### config.mk
export PLATFORM = sky130hd
export DESIGN_NAME = boost_pwm_gate
export DESIGN_NICKNAME = d
export VERILOG_FILES = /design/src/rtl/pwm_cfg_pkg.sv /design/src/rtl/pwm_period_cnt.sv /design/src/rtl/pwm_deglitch.sv /design/src/rtl/pwm_gate_ctl.sv /design/src/rtl/boost_pwm_gate.sv
export SDC_FILE = /design/constraint.sdc
export NUM_CORES = 1
export LEC_CHECK = 0
export ABC_AREA = 1
export BUFFER_PORTS_ARGS = -buffer_cell sky130_fd_sc_hd__buf_4
export CAP_MARGIN = 10
export CORE_ASPECT_RATIO = 1.5
export CORE_UTILIZATION = 38
export CTS_BUF_LIST = sky130_fd_sc_hd__clkbuf_8
export DETAILED_ROUTE_END_ITERATION = 7
export GPL_TIMING_DRIVEN = 0
export SLEW_MARGIN = 20
export SYNTH_ARGS = -nofsm -noshare
export SYNTH_HDL_FRONTEND = slang
export SYNTH_SLANG_ARGS = --single-unit
export TNS_END_PERCENT = 5
### constraint.sdc
create_clock -name clk_i -period 1.6 [get_ports clk_i]
set_input_delay 0.24 -clock clk_i [delete_from_list [all_inputs] [get_ports clk_i]]
set_output_delay 0.24 -clock clk_i [all_outputs]
set_load 0.02 [all_outputs]
### src/rtl/pwm_cfg_pkg.sv
package pwm_cfg_pkg;
  function automatic int ns_to_cyc(longint ns, longint hz);
    return int'((ns * hz + 64'd999_999_999) / 64'd1_000_000_000);
  endfunction
endpackage

### src/rtl/pwm_period_cnt.sv
module pwm_period_cnt #(
  parameter int PERIOD = 400,
  parameter int TOFF   = 50,
  parameter int CNT_W  = 9
) (
  input  logic             clk_i,
  input  logic             rst_ni,
  output logic [CNT_W-1:0] cnt_o,
  output logic             minoff_o,
  output logic [CNT_W-1:0] ramp_o
);
  localparam logic [CNT_W-1:0] LastPh = CNT_W'(PERIOD - 1);
  localparam logic [CNT_W-1:0] ToffPh = CNT_W'(TOFF);

  logic [CNT_W-1:0] cnt_q;

  always_ff @(posedge clk_i or negedge rst_ni) begin
    if (!rst_ni)              cnt_q <= '0;
    else if (cnt_q == LastPh) cnt_q <= '0;
    else                      cnt_q <= cnt_q + 1'b1;
  end

  assign cnt_o    = cnt_q;
  assign minoff_o = (cnt_q < ToffPh);
  assign ramp_o   = minoff_o ? '0 : cnt_q - ToffPh;

  a_r2_wrap: assert property (@(posedge clk_i) disable iff (!rst_ni)
    (cnt_q == LastPh) |=> (cnt_q == '0));
  a_r4_ramp_step: assert property (@(posedge clk_i) disable iff (!rst_ni)
    (!minoff_o && cnt_q != LastPh) |=> (ramp_o == $past(ramp_o) + 1'b1));
endmodule

### src/rtl/pwm_deglitch.sv
module pwm_deglitch #(
  parameter int DG = 60
) (
  input  logic clk_i,
  input  logic rst_ni,
  input  logic peak_i,
  output logic acc_o
);
  localparam int RunW = $clog2(DG + 1);
  localparam logic [RunW-1:0] Full = RunW'(DG);

  logic [RunW-1:0] run_q;

  always_ff @(posedge clk_i or negedge rst_ni) begin
    if (!rst_ni)          run_q <= '0;
    else if (!peak_i)     run_q <= '0;
    else if (run_q != Full) run_q <= run_q + 1'b1;
  end

  assign acc_o = (run_q == Full);

  // acceptance only ever follows a high sample
  a_r8_no_short_accept: assert property (@(posedge clk_i) disable iff (!rst_ni)
    $rose(acc_o) |-> $past(peak_i));
endmodule

### src/rtl/pwm_gate_ctl.sv
module pwm_gate_ctl #(
  parameter int CNT_W  = 9,
  parameter int RED_AT = 200
) (
  input  logic             clk_i,
  input  logic             rst_ni,
  input  logic [CNT_W-1:0] cnt_i,
  input  logic             minoff_i,
  input  logic             cross_i,
  input  logic             reduce_i,
  input  logic             pk_i,
  input  logic             fault_i,
  output logic             on_o,
  output logic             gate_o
);
  localparam logic [CNT_W-1:0] RedPh = CNT_W'(RED_AT);

  logic on_q, lim_q, set_on, lim_now;

  // early crossings are dropped under duty reduce
  assign set_on  = !minoff_i && cross_i && (!reduce_i || cnt_i >= RedPh);
  assign lim_now = lim_q || pk_i;

  always_ff @(posedge clk_i or negedge rst_ni) begin
    if (!rst_ni) begin
      on_q  <= 1'b0;
      lim_q <= 1'b0;
    end else if (minoff_i) begin  // blanking clears both, overrides all
      on_q  <= 1'b0;
      lim_q <= 1'b0;
    end else begin
      on_q  <= on_q || set_on;
      lim_q <= lim_now;
    end
  end

  assign on_o   = on_q;
  assign gate_o = (on_q || set_on) && !lim_now && !fault_i && !minoff_i;

  a_r3_blank_clears: assert property (@(posedge clk_i) disable iff (!rst_ni)
    minoff_i |=> (!on_q && !lim_q));
endmodule

### src/rtl/boost_pwm_gate.sv
module boost_pwm_gate #(
  parameter int CLK_HZ      = 200_000_000,
  parameter int SW_HZ       = 65_000,
  parameter int TOFF_NS     = 250,
  parameter int DEGLITCH_NS = 300,
  parameter int REDUCE_PCT  = 50,
  localparam int Period = CLK_HZ / SW_HZ,
  localparam int CntW   = $clog2(Period)
) (
  input  logic            clk_i,
  input  logic            rst_ni,
  input  logic            cross_i,
  input  logic            peak_i,
  input  logic            fault_i,
  input  logic            reduce_i,
  output logic            gate_o,
  output logic [CntW-1:0] ramp_o
);
  import pwm_cfg_pkg::*;

  localparam int Toff  = ns_to_cyc(longint'(TOFF_NS), longint'(CLK_HZ));
  localparam int Dg    = ns_to_cyc(longint'(DEGLITCH_NS), longint'(CLK_HZ));
  localparam int RedAt = (Period * REDUCE_PCT) / 100;

  logic [CntW-1:0] cnt;
  logic            minoff, pk_acc, on_st;

  pwm_period_cnt #(.PERIOD(Period), .TOFF(Toff), .CNT_W(CntW)) u_cnt (
    .clk_i, .rst_ni, .cnt_o(cnt), .minoff_o(minoff), .ramp_o(ramp_o)
  );

  pwm_deglitch #(.DG(Dg)) u_dg (
    .clk_i, .rst_ni, .peak_i, .acc_o(pk_acc)
  );

  pwm_gate_ctl #(.CNT_W(CntW), .RED_AT(RedAt)) u_gate (
    .clk_i, .rst_ni, .cnt_i(cnt), .minoff_i(minoff), .cross_i, .reduce_i,
    .pk_i(pk_acc), .fault_i, .on_o(on_st), .gate_o(gate_o)
  );

  a_r10_reduce_gate: assert property (@(posedge clk_i) disable iff (!rst_ni)
    ($rose(on_st) && $past(reduce_i)) |-> ($past(cnt) >= CntW'(RedAt)));
  a_r7_limit_blank: assert property (@(posedge clk_i) disable iff (!rst_ni)
    ($past(pk_acc) && !$past(minoff) && !minoff) |-> !gate_o);
endmodule

==> summary.txt, run 1 <==
Yosys
  – Post-Synthesis Cells: roughly 170
  – FF+latch count, synth: 20
  – Area contributors post-synth: dfrtp_1, nand2_1, inv_1
  – Yosys warnings: 0
  – Area leader, netlist: dfrtp_1
  – Area of the mapped netlist: approximately 1300 um^2
  – Yosys cell types: 23
  – Syn_area_per_cell: between 7 and 8 um^2
  – Mapped Nets: 185
  – Sequential fraction of the synthesis area: 38.9%
  – Top-area cell type share of the netlist area: roughly 39%

Detailed routing
  – DR vias: 1,245
  – DRT Wirelength: approximately 3200 um
  – DRC viols: 0
  – First drt pass iteration count: 4
  – DRT iter0 DRCs: 29
  – Post-DRT Antenna Nets: 0
  – Post-DR wirelength/cell: between 10 and 15 um
  – DR vias/cell: 5.02

Worst hold path
  – Worst min-delay path category: in -> reg
  – Hold_sp: peak_i

Worst setup path
  – Cell family with most CP delay: simple AND/OR/NAND/NOR gates
  – WP buf/inv: 2
  – Slowest cell on the critical path: dfrtp_2
  – WP data arrival: 1.60 ns
  – Crit Path Category: reg -> out
  – Worst Setup SP: u_cnt.cnt_o[4]$_DFF_PN0_
  – Crit end category: output pin
  – CP peak stage delay: about 0.44 ns
  – CP max FO: 4
  – Required time of the critical path: 1.36 ns
  – Crit start category: register
  – Crit Reg-Reg Startpoint: u_cnt.cnt_o[1]$_DFF_PN0_
  – Cell-by-cell trace of the critical path: nand2_1 -> inv_2 -> nand2_4 -> nand4_1 -> o21ai_2 -> a21oi_2 -> buf_6

Power
  – Power per cell area: 494 nW/um^2
  – Leak pwr: 0.913 nW
  – VDD IR max: 0.000507 V
  – Final Total Pwr: 0.880 mW

CTS
  – Clock transition at path regs: roughly 0.070 ns
  – Number of H-tree levels: 1
  – TritonCTS clock tree: built
  – Clock Latency Late Sink: between 0.2 and 0.3 ns
  – Clock Path Buffers: 2
  – Clk root buf: clkbuf_8
  – Total CTS buffers: 3
  – CTS Sinks: 20

STA
  – Skew final: 0.00302 ns
  – # setup viols final: 13
  – Worst slew pin tran: between 0.2 and 0.3 ns
  – Final Hold Vio Count: 0
  – Hold slack: about 0.26 ns
  – Setup TNS: -2.80 ns
  – RSZ-0062 raised after global routing: true
  – Final Critical Period: 1.84 ns
  – PnR worst setup slack: -0.237 ns
  – Max Clk Rate: 544 MHz
  – Final period util: 115%
  – Rel. slew slack: 83.0%
  – Final max-slew violation count: 0

Placed design
  – Post-DP HPWL: 2220 um
  – DP Area: 1470 um^2
  – Port-buffer cells: 18
  – Placer Congestion: 0.881

Floorplan
  – Initial core utilization: 40.3%
  – Core Region: 3190 um^2
  – Die X: ~49 um
  – Die area: 3620 um^2
  – Ports: 19
  – Std cell rows: 25
  – Die height: between 70 and 80 um

Final layout
  – Area Growth Syn to Fin: 38.6%
  – Share of layout cells above drive strength 1: 39.4%
  – Layout Utilization: between 50% and 60%
  – NumNets Final: 222
  – Most common cell after layout, fill and taps aside: buf_4
  – Final non-filler cell area: approximately 1800 um^2
  – Antenna cells: 0
  – Commonest non-fill, non-tap cells in the layout: buf_4, nand2_1, inv_1, nor2_1, dfrtp_1

Global route
  – Total gr overflow: 0
  – Largest net degree at the start of global routing: 21
  – GRT Total Usage: 18.3%
  – Initial antenna violation count: 0
  – First-pass GRT wire length: ~5000 um
  – Vias in the first global route: approximately 1,200

Outcome
  – Failing checks: setup timing
  – Status: finished with violations

Flow run
  – Max-cap check violation count: 0
[tightest hold or removal path, stage by stage]
cell,delay (ns)
buf_4,0.11
nand3_1,0.07
o21ai_0,0.06
[per-stage QoR]
stage               instances  setup WS [ns]
floorplan                 173        0.00928
global placement          231         -0.111
detailed placement        231         -0.136
CTS                       246         -0.273
global route              248         -0.291
finish                    248         -0.237
[flip-flops by register name (all words and copies together) (netlist names)]
register      cells
u_gate.on_o       1
u_gate.lim_q      1
u_cnt.cnt_o      12
u_dg.run_q        6
[power breakdown]
part	leakage [nW]	internal, mW	switching, mW	total, mW
clock	0.0216	0.168	0.152	0.319
sequential	0.257	0.511	0.00672	0.518
combinational	0.635	0.0182	0.0246	0.0429
[area by class of cell]
type	count	area, um^2
flip-flops and latches	20	505
clock buffers	3	41.3
repair buffers	33	262
multi-input cells	122	797
fillers	319	1410
inverters	30	125
well taps	40	50.0
[per-layer routing]
layer  share of wire [%]  track usage, %
met1                  40            18.2
met2                  56            35.6
met3                 1.6            1.25
met4                 2.6            12.1
met5                   0               0
[worst paths after layout]
path | end | slack (ns) | cells after the start
max | ramp_o[11] | -0.24 | 7
min | u_dg.run_q[0]$_DFFE_PN0P_ | 0.26 | 3
max reg2reg | u_cnt.cnt_o[10]$_DFF_PN0_ | 0.08 | 7
min reg2reg | u_gate.lim_q$_DFF_PN0_ | 0.51 | 2
max in group asynchronous | u_cnt.cnt_o[7]$_DFF_PN0_ | 0.98 | 2
min in group asynchronous | u_gate.lim_q$_DFF_PN0_ | 0.39 | 2
[synthesized netlist by cell type]
master    count
a21oi_1       9
buf_6         1
inv_4         1
or2_2         1
nor3_2        3
o211ai_1      1
nor2_2        3
ha_1          6
nand4_1       3
nand2_1      28
nor3_1        2
xnor2_1       1
dfrtp_1      20
o21ai_1       1
nand2_2       3
clkinv_4      1
o21ai_0      13
nand3_1      17
inv_1        26
xor2_1        7
nor2_1       23
a31oi_1       1
inv_2         2
[timing repair]
| action | CTS | global route |
|---|---|---|
| pin swaps | 7 | 8 |
| hold buffers | 1 | 0 |
| resized for setup | 17 | 37 |
| setup buffers | 11 | 3 |
| endpoints found under the hold margin | 20 | 0 |
| endpoints found under the setup margin | 13 | 18 |
[cells by family (layout without fill, tap and decap cells)]
| family | Yosys count | count (layout) | synth area share, % |
|---|---|---|---|
| and+or+nand+nor | 83 | 83 | 29.5 |
| buffers and inverters | 31 | 66 | 10.2 |
| AOI/OAI and AO/OA | 25 | 25 | 10.0 |
| DFF | 20 | 20 | 38.9 |
| xor gates and xnor gates | 8 | 8 | 5.45 |
| adders and majority gates | 6 | 6 | 5.84 |
Power figures use the tool's default switching activity.
==> run 2, diff against run 1 <==
--- a/config.mk
+++ b/config.mk
@@ -9,7 +9,7 @@
 export BUFFER_PORTS_ARGS = -buffer_cell sky130_fd_sc_hd__buf_4
 export CAP_MARGIN = 10
 export CORE_ASPECT_RATIO = 1.5
-export CORE_UTILIZATION = 38
+export CORE_UTILIZATION = 40
 export CTS_BUF_LIST = sky130_fd_sc_hd__clkbuf_8
 export DETAILED_ROUTE_END_ITERATION = 7
 export GPL_TIMING_DRIVEN = 0
==> run 2 against run 1 <==
Effect of this change: the run still ends with setup timing left; flip-flop and latch count is the same; final area down 2.4%; non-clock buffer count did not move; global-route usage increased by 2.4 points; cell count did not move.
==> summary.txt, run 2 (synthesis gave the netlist of run 1 again) <==
Flow run
  – Max-cap check violation count: 0 (unchanged)

Placed design
  – Cells after DPL: 230 (-0.43%)
  – Post-DP HPWL: 2210 um (-0.46%)
  – Placer Congestion: 0.878 (-0.41%)
  – DP Area: 1470 um^2 (about the same)
  – Port-buffer cells: 18 (unchanged)

CTS
  – TritonCTS clock tree: built
  – Clock transition at path regs: 0.08 ns (about the same)
  – Total CTS buffers: 3 (unchanged)
  – Number of H-tree levels: 1 (unchanged)
  – Clock Latency Late Sink: 0.26 ns (about the same)
  – CTS Sinks: 20 (unchanged)
  – Clk root buf: clkbuf_8
  – Clock Path Buffers: 2 (unchanged)

Final layout
  – Number of flip-flops in the largest register: 12 (unchanged)
  – Share of layout cells above drive strength 1: 34.9% (-4.5 points)
  – Most common cell after layout, fill and taps aside: buf_4
  – Layout Utilization: 58.5% (+2.7 points)
  – Antenna cells: 0 (unchanged)
  – Commonest non-fill, non-tap cells in the layout: buf_4, nand2_1, inv_1, nor2_1, dfrtp_1
  – Final non-filler cell area: 1740 um^2 (-2.4%)
  – NumNets Final: 222 (unchanged)
  – Non-Filler Instances: 248 (unchanged)
  – Area Growth Syn to Fin: 35.2%

Worst setup path
  – WP data arrival: 1.67 ns (+0.07 ns)
  – CP max FO: 6 (+2)
  – Required time of the critical path: 1.36 ns (about the same)
  – Crit end category: output pin
  – Crit Path Category: reg -> out
  – Crit start category: register

Power
  – Leak pwr: 0.919 nW (+0.62%)
  – VDD IR max: 0.000436 V (-14%)
  – Power per cell area: 546 nW/um^2 (+10%)

Global route
  – Vias in the first global route: 1,266 (+9.3%)
  – Gr busiest metal: met2
  – Total gr overflow: 0 (unchanged)
  – Initial antenna violation count: 0 (unchanged)
  – GR Layer Usage met3: 2.52% (+1.3 points)
  – Met2 GRT Util: 37.3% (+1.7 points)
  – Met1 usage: 22.0% (+3.7 points)
  – GRT Total Usage: 20.7% (+2.4 points)
  – First-pass GRT wire length: 5180 um (+5.8%)
  – Largest net degree at the start of global routing: 21 (unchanged)

STA
  – Max Clk Rate: 525 MHz (-3.6%)
  – Final max-slew violation count: 0 (unchanged)
  – Hold slack: 0.249 ns (-0.0113 ns)
  – Setup TNS: -3.52 ns (-0.714 ns)
  – Rel. slew slack: 79.4% (-3.6 points)
  – Final period util: 119% (+4.3 points)
  – Worst slew pin tran: 0.308 ns (+0.0528 ns)
  – Final Hold Vio Count: 0 (unchanged)
  – Skew final: 0.00103 ns (-0.00199 ns)
  – # setup viols final: 14 (+1)
  – PnR worst setup slack: -0.306 ns (-0.0685 ns)
  – Final Critical Period: 1.91 ns (+0.0685 ns)
  – RSZ-0062 raised after global routing: true

Worst hold path
  – Worst min-delay path category: in -> reg

Floorplan
  – Ports: 19 (unchanged)
  – Std cell rows: 24 (-4.0%)
  – Die X: 48.3 um (-2.4%)
  – Core Region: 2970 um^2 (-6.8%)
  – Initial core utilization: 43.2% (+2.9 points)
  – Die height: 71.4 um (-2.5%)
  – Die area: 3450 um^2 (-4.8%)

Outcome
  – Failing checks: setup timing
  – Status: finished with violations

Detailed routing
  – DRT Wirelength: 3040 um (-5.3%)
  – DRT iter0 DRCs: 25 (-14%)
  – DR vias/cell: 5.03 (+0.24%)
  – Post-DRT Antenna Nets: 0 (unchanged)
  – Post-DR wirelength/cell: 12.2 um (-5.3%)
  – DRC viols: 0 (unchanged)
  – DR vias: 1,248 (+0.24%)
  – First drt pass iteration count: 7 (+3)
[run 2: report_power, final]
group / internal (mW) / switching [mW] / total [mW]
registers: 0.511 / 0.00672 / 0.518
clock network: 0.219 / 0.171 / 0.390
logic: 0.0179 / 0.0236 / 0.0415
total: 0.748 / 0.201 / 0.949
[run 2: worst max-delay path, stage by stage, from the launching register on]
cell	delay, ns
dfrtp_2	0.46
nand2_1	0.15
inv_1	0.11
nand2_2	0.11
nand2_1	0.12
nor3_1	0.23
nor3_2	0.07
buf_4	0.16
[run 2: through the flow]
step | setup slack [ns] | total power [mW]
after CTS | -0.292 | 0.966
after floorplan | 0.00928 | 0.543
final | -0.306 | 0.949
after global placement | -0.134 | 0.568
after global routing | -0.375 | 0.982
after detailed placement | -0.160 | 0.568
[run 2: routing by layer]
layer	vias to the layer above	part of all wire (%)	wire [um]
met4	0	2.6	80
met3	8	2.0	60
met5	-	0	0
met1	590	40	1230
met2	25	55	1670
li1	625	-	-
[run 2: layout make-up]
cell class | count | area (um^2)
inverters | 30 | 123
well taps | 39 | 48.8
fillers | 294 | 1230
multi-input cells | 122 | 744
clock buffers | 4 | 55.1
flip-flops and latches | 20 | 502
plain buffers | 1 | 11.3
repair buffers | 32 | 254
[run 2: path summary, 6_finish.rpt]
path	cells past startpoint	startpoint	slack [ns]	to
max	7	u_cnt.cnt_o[4]$_DFF_PN0_	-0.31	ramp_o[9]
max reg2reg	7	u_cnt.cnt_o[1]$_DFF_PN0_	-0.02	u_cnt.cnt_o[10]$_DFF_PN0_
min reg2reg	2	u_gate.lim_q$_DFF_PN0_	0.51	u_gate.lim_q$_DFF_PN0_
max in group asynchronous	2	rst_ni	0.97	u_cnt.cnt_o[4]$_DFF_PN0_
min in group asynchronous	2	rst_ni	0.39	u_dg.run_q[5]$_DFFE_PN0P_
min	3	peak_i	0.25	u_dg.run_q[1]$_DFFE_PN0P_
[run 2: timing repair]
item,4_1_cts,5_1_grt
setup buffers,10,3
endpoints found under the hold margin,20,0
hold buffers,1,0
pin swaps,7,10
setup endpoints to repair,13,17
gates resized for setup,22,16
cloned,0,0
==> run 3, diff against run 2 <==
--- a/config.mk
+++ b/config.mk
@@ -8,13 +8,16 @@
 export ABC_AREA = 1
 export BUFFER_PORTS_ARGS = -buffer_cell sky130_fd_sc_hd__buf_4
 export CAP_MARGIN = 10
+export CELL_PAD_IN_SITES_DETAIL_PLACEMENT = 0
+export CELL_PAD_IN_SITES_GLOBAL_PLACEMENT = 1
 export CORE_ASPECT_RATIO = 1.5
 export CORE_UTILIZATION = 40
 export CTS_BUF_LIST = sky130_fd_sc_hd__clkbuf_8
 export DETAILED_ROUTE_END_ITERATION = 7
 export GPL_TIMING_DRIVEN = 0
+export PLACE_DENSITY_LB_ADDON = 0.1
 export SLEW_MARGIN = 20
 export SYNTH_ARGS = -nofsm -noshare
 export SYNTH_HDL_FRONTEND = slang
 export SYNTH_SLANG_ARGS = --single-unit
-export TNS_END_PERCENT = 5
+export TNS_END_PERCENT = 100
==> run 3 against run 2 <==
Effect of this change: worst setup slack better by 0.083 ns; non-clock buffer count is 13 higher; critical endpoint is now ramp_o[3]; power shrank 5.4%; fmax rose by 4.6%; worst hold slack better by 0.0081 ns; critical path depth increased by 2; register-to-register slack worse by 0.06 ns; largest cell class unchanged; cell count is 4.8% higher; the run still ends with setup timing left; via count increased by 3.5%; first-iteration DRC count grew 8.0%; critical path type unchanged.
==> summary.txt, run 3 (synthesis gave the netlist of run 1 again) <==
Outcome
  – Status: finished with violations
  – Failing checks: setup timing

Detailed routing
  – Post-DRT Antenna Nets: 0 (unchanged)
  – DR vias/cell: 4.97 (-1.3%)
  – DRT Wirelength: 3180 um (+4.8%)
  – First drt pass iteration count: 4 (-3)
  – DRC viols: 0 (unchanged)
  – Post-DR wirelength/cell: 12.2 um (about the same)
  – DR vias: 1,292 (+3.5%)
  – DRT iter0 DRCs: 27 (+8.0%)

STA
  – PnR worst setup slack: -0.223 ns (+0.0829 ns)
  – Rel. slew slack: 82.3% (+2.9 points)
  – Worst slew pin tran: 0.266 ns (-0.0425 ns)
  – Skew final: 0.00151 ns (+0.000479 ns)
  – Max Clk Rate: 549 MHz (+4.6%)
  – Setup TNS: -2.56 ns (+0.959 ns)
  – Final max-slew violation count: 0 (unchanged)
  – RSZ-0062 raised after global routing: true
  – Final period util: 114% (-5.2 points)
  – # setup viols final: 15 (+1)
  – Final Hold Vio Count: 0 (unchanged)
  – Final Critical Period: 1.82 ns (-0.0829 ns)

Global route
  – GRT Total Usage: 19.8% (-0.85 points)
  – Vias in the first global route: 1,166 (-7.9%)
  – First-pass GRT wire length: 4990 um (-3.6%)
  – Largest net degree at the start of global routing: 21 (unchanged)
  – Initial antenna violation count: 0 (unchanged)
  – Total gr overflow: 0 (unchanged)

Final layout
  – Commonest non-fill, non-tap cells in the layout: buf_4, nand2_1, inv_1, dfrtp_1
  – Share of layout cells above drive strength 1: 45.7% (+11 points)
  – Final non-filler cell area: 1900 um^2 (+9.5%)
  – NumNets Final: 235 (+5.9%)
  – Most common cell after layout, fill and taps aside: buf_4
  – Area Growth Syn to Fin: 48.1%
  – Number of flip-flops in the largest register: 12 (unchanged)
  – Antenna cells: 0 (unchanged)

Worst setup path
  – WP data arrival: 1.58 ns (-0.09 ns)
  – Flop-to-flop setup slack: -0.08 ns (-0.06 ns)
  – CP max FO: 7 (+1)
  – R2R depth: 8 (+1)
  – R2R Path End: u_cnt.cnt_o[10]$_DFF_PN0_
  – Crit end category: output pin
  – Crit start category: register
  – Crit Reg-Reg Startpoint: u_cnt.cnt_o[0]$_DFF_PN0_
  – Required time of the critical path: 1.36 ns (about the same)
  – Crit Path Category: reg -> out

Power
  – VDD IR max: 0.000451 V (+3.4%)
  – Leak pwr: 0.973 nW (+5.9%)
  – Clk pwr share: 36.9% (-4.2 points)
  – NetSw: 0.196 mW (-2.7%)
  – Switching Fraction: 21.8% (+0.60 points)
  – Reg power frac: 57.3% (+2.8 points)
  – Power per cell area: 472 nW/um^2 (-14%)
  – Comb pwr share: 5.7% (+1.3 points)
  – Internal power: 0.702 mW (-6.1%)

CTS
  – Number of H-tree levels: 1 (unchanged)
  – Total CTS buffers: 3 (unchanged)
  – Clock transition at path regs: 0.07 ns (about the same)
  – Clk root buf: clkbuf_8
  – Clock Path Buffers: 2 (unchanged)
  – TritonCTS clock tree: built
  – CTS Sinks: 20 (unchanged)
  – Clock Latency Late Sink: 0.26 ns (about the same)

Floorplan
  – Die height: 71.4 um (unchanged)
  – Die X: 48.3 um (unchanged)
  – Core Region: 2970 um^2 (unchanged)
  – Initial core utilization: 43.2% (unchanged)
  – Std cell rows: 24 (unchanged)
  – Die area: 3450 um^2 (unchanged)
  – Ports: 19 (unchanged)

Flow run
  – Max-cap check violation count: 0 (unchanged)

Placed design
  – Post-DP HPWL: 2200 um (-0.20%)
  – Port-buffer cells: 18 (unchanged)
  – DP Area: 1470 um^2 (unchanged)
  – Placer Congestion: 0.777 (-11%)
  – Dpl ws: -0.197 ns (-0.0372 ns)

Worst hold path
  – Hold_sp: peak_i
  – Hold Crit Endpoint: u_dg.run_q[1]$_DFFE_PN0P_
  – Hold path depth: 3 (unchanged)
  – Worst min-delay path category: in -> reg
==> run 3: power by group through the flow <==
stage          Sequential [mW]  Clock (mW)  Combinational, mW
6_report                 0.515       0.332             0.0514
5_1_grt                  0.515       0.360             0.0614
4_1_cts                  0.518       0.337             0.0427
3_5_place_dp             0.528           0             0.0409
3_3_place_gp             0.528           0             0.0398
2_1_floorplan            0.526           0             0.0166
==> run 3: layout make-up <==
cell class	count	area (um^2)
multi-input combinational	122	806
inverter	30	128
sequential	20	505
tap	39	48.8
fill	272	1070
timing repair buffer	46	374
clock buffer	3	41.3
==> run 3: critical path, stage by stage (launching register included) <==
cell and delay [ns]:
dfrtp_1 0.41, inv_2 0.10, nand2_4 0.06, nor2_4 0.09, nand3_2 0.09, nor2_4 0.13, nand2_4 0.13, inv_8 0.11
a21oi_1 0.05, buf_4 0.15
==> run 3: timing repair <==
item                       4_1_cts  5_1_grt
pin swaps                        9       15
hold buffers                     1        0
cloned                           0        0
resized for setup               13       53
setup endpoints to repair       13       16
setup buffers                   11       16
hold endpoints to repair        20        0
==> run 3: how the worst max path moves through the flow <==
stage,cells past startpoint,endpoint,from
4_1_cts,10,ramp_o[9],u_cnt.cnt_o[7]$_DFF_PN0_
3_5_place_dp,8,ramp_o[11],u_cnt.cnt_o[1]$_DFF_PN0_
2_1_floorplan,7,ramp_o[7],u_cnt.cnt_o[1]$_DFF_PN0_
5_1_grt,11,gate_o,u_cnt.cnt_o[8]$_DFF_PN0_
3_3_place_gp,8,ramp_o[11],u_cnt.cnt_o[1]$_DFF_PN0_
6_report,9,ramp_o[3],u_cnt.cnt_o[8]$_DFF_PN0_
==> run 3: stage by stage <==
| step | utilization [%] | std cells | total power [mW] | hold slack [ns] |
|---|---|---|---|---|
| floorplan | - | 173 | 0.543 | -0.0556 |
| global placement | 49.5 | 230 | 0.567 | 0.136 |
| detailed placement | 49.5 | 230 | 0.569 | 0.136 |
| CTS | 55.4 | 245 | 0.897 | 0.255 |
| global route | 64.0 | 260 | 0.937 | 0.299 |
| finish | 64.0 | 260 | 0.898 | 0.257 |
==> run 3: layer usage <==
metal,vias up,share of wire (%),track usage [%]
met3,6,2.0,2.27
met2,21,55,32.6
met1,611,42,24.6
met4,0,1.6,8.95
li1,654,-,-
met5,-,0,0
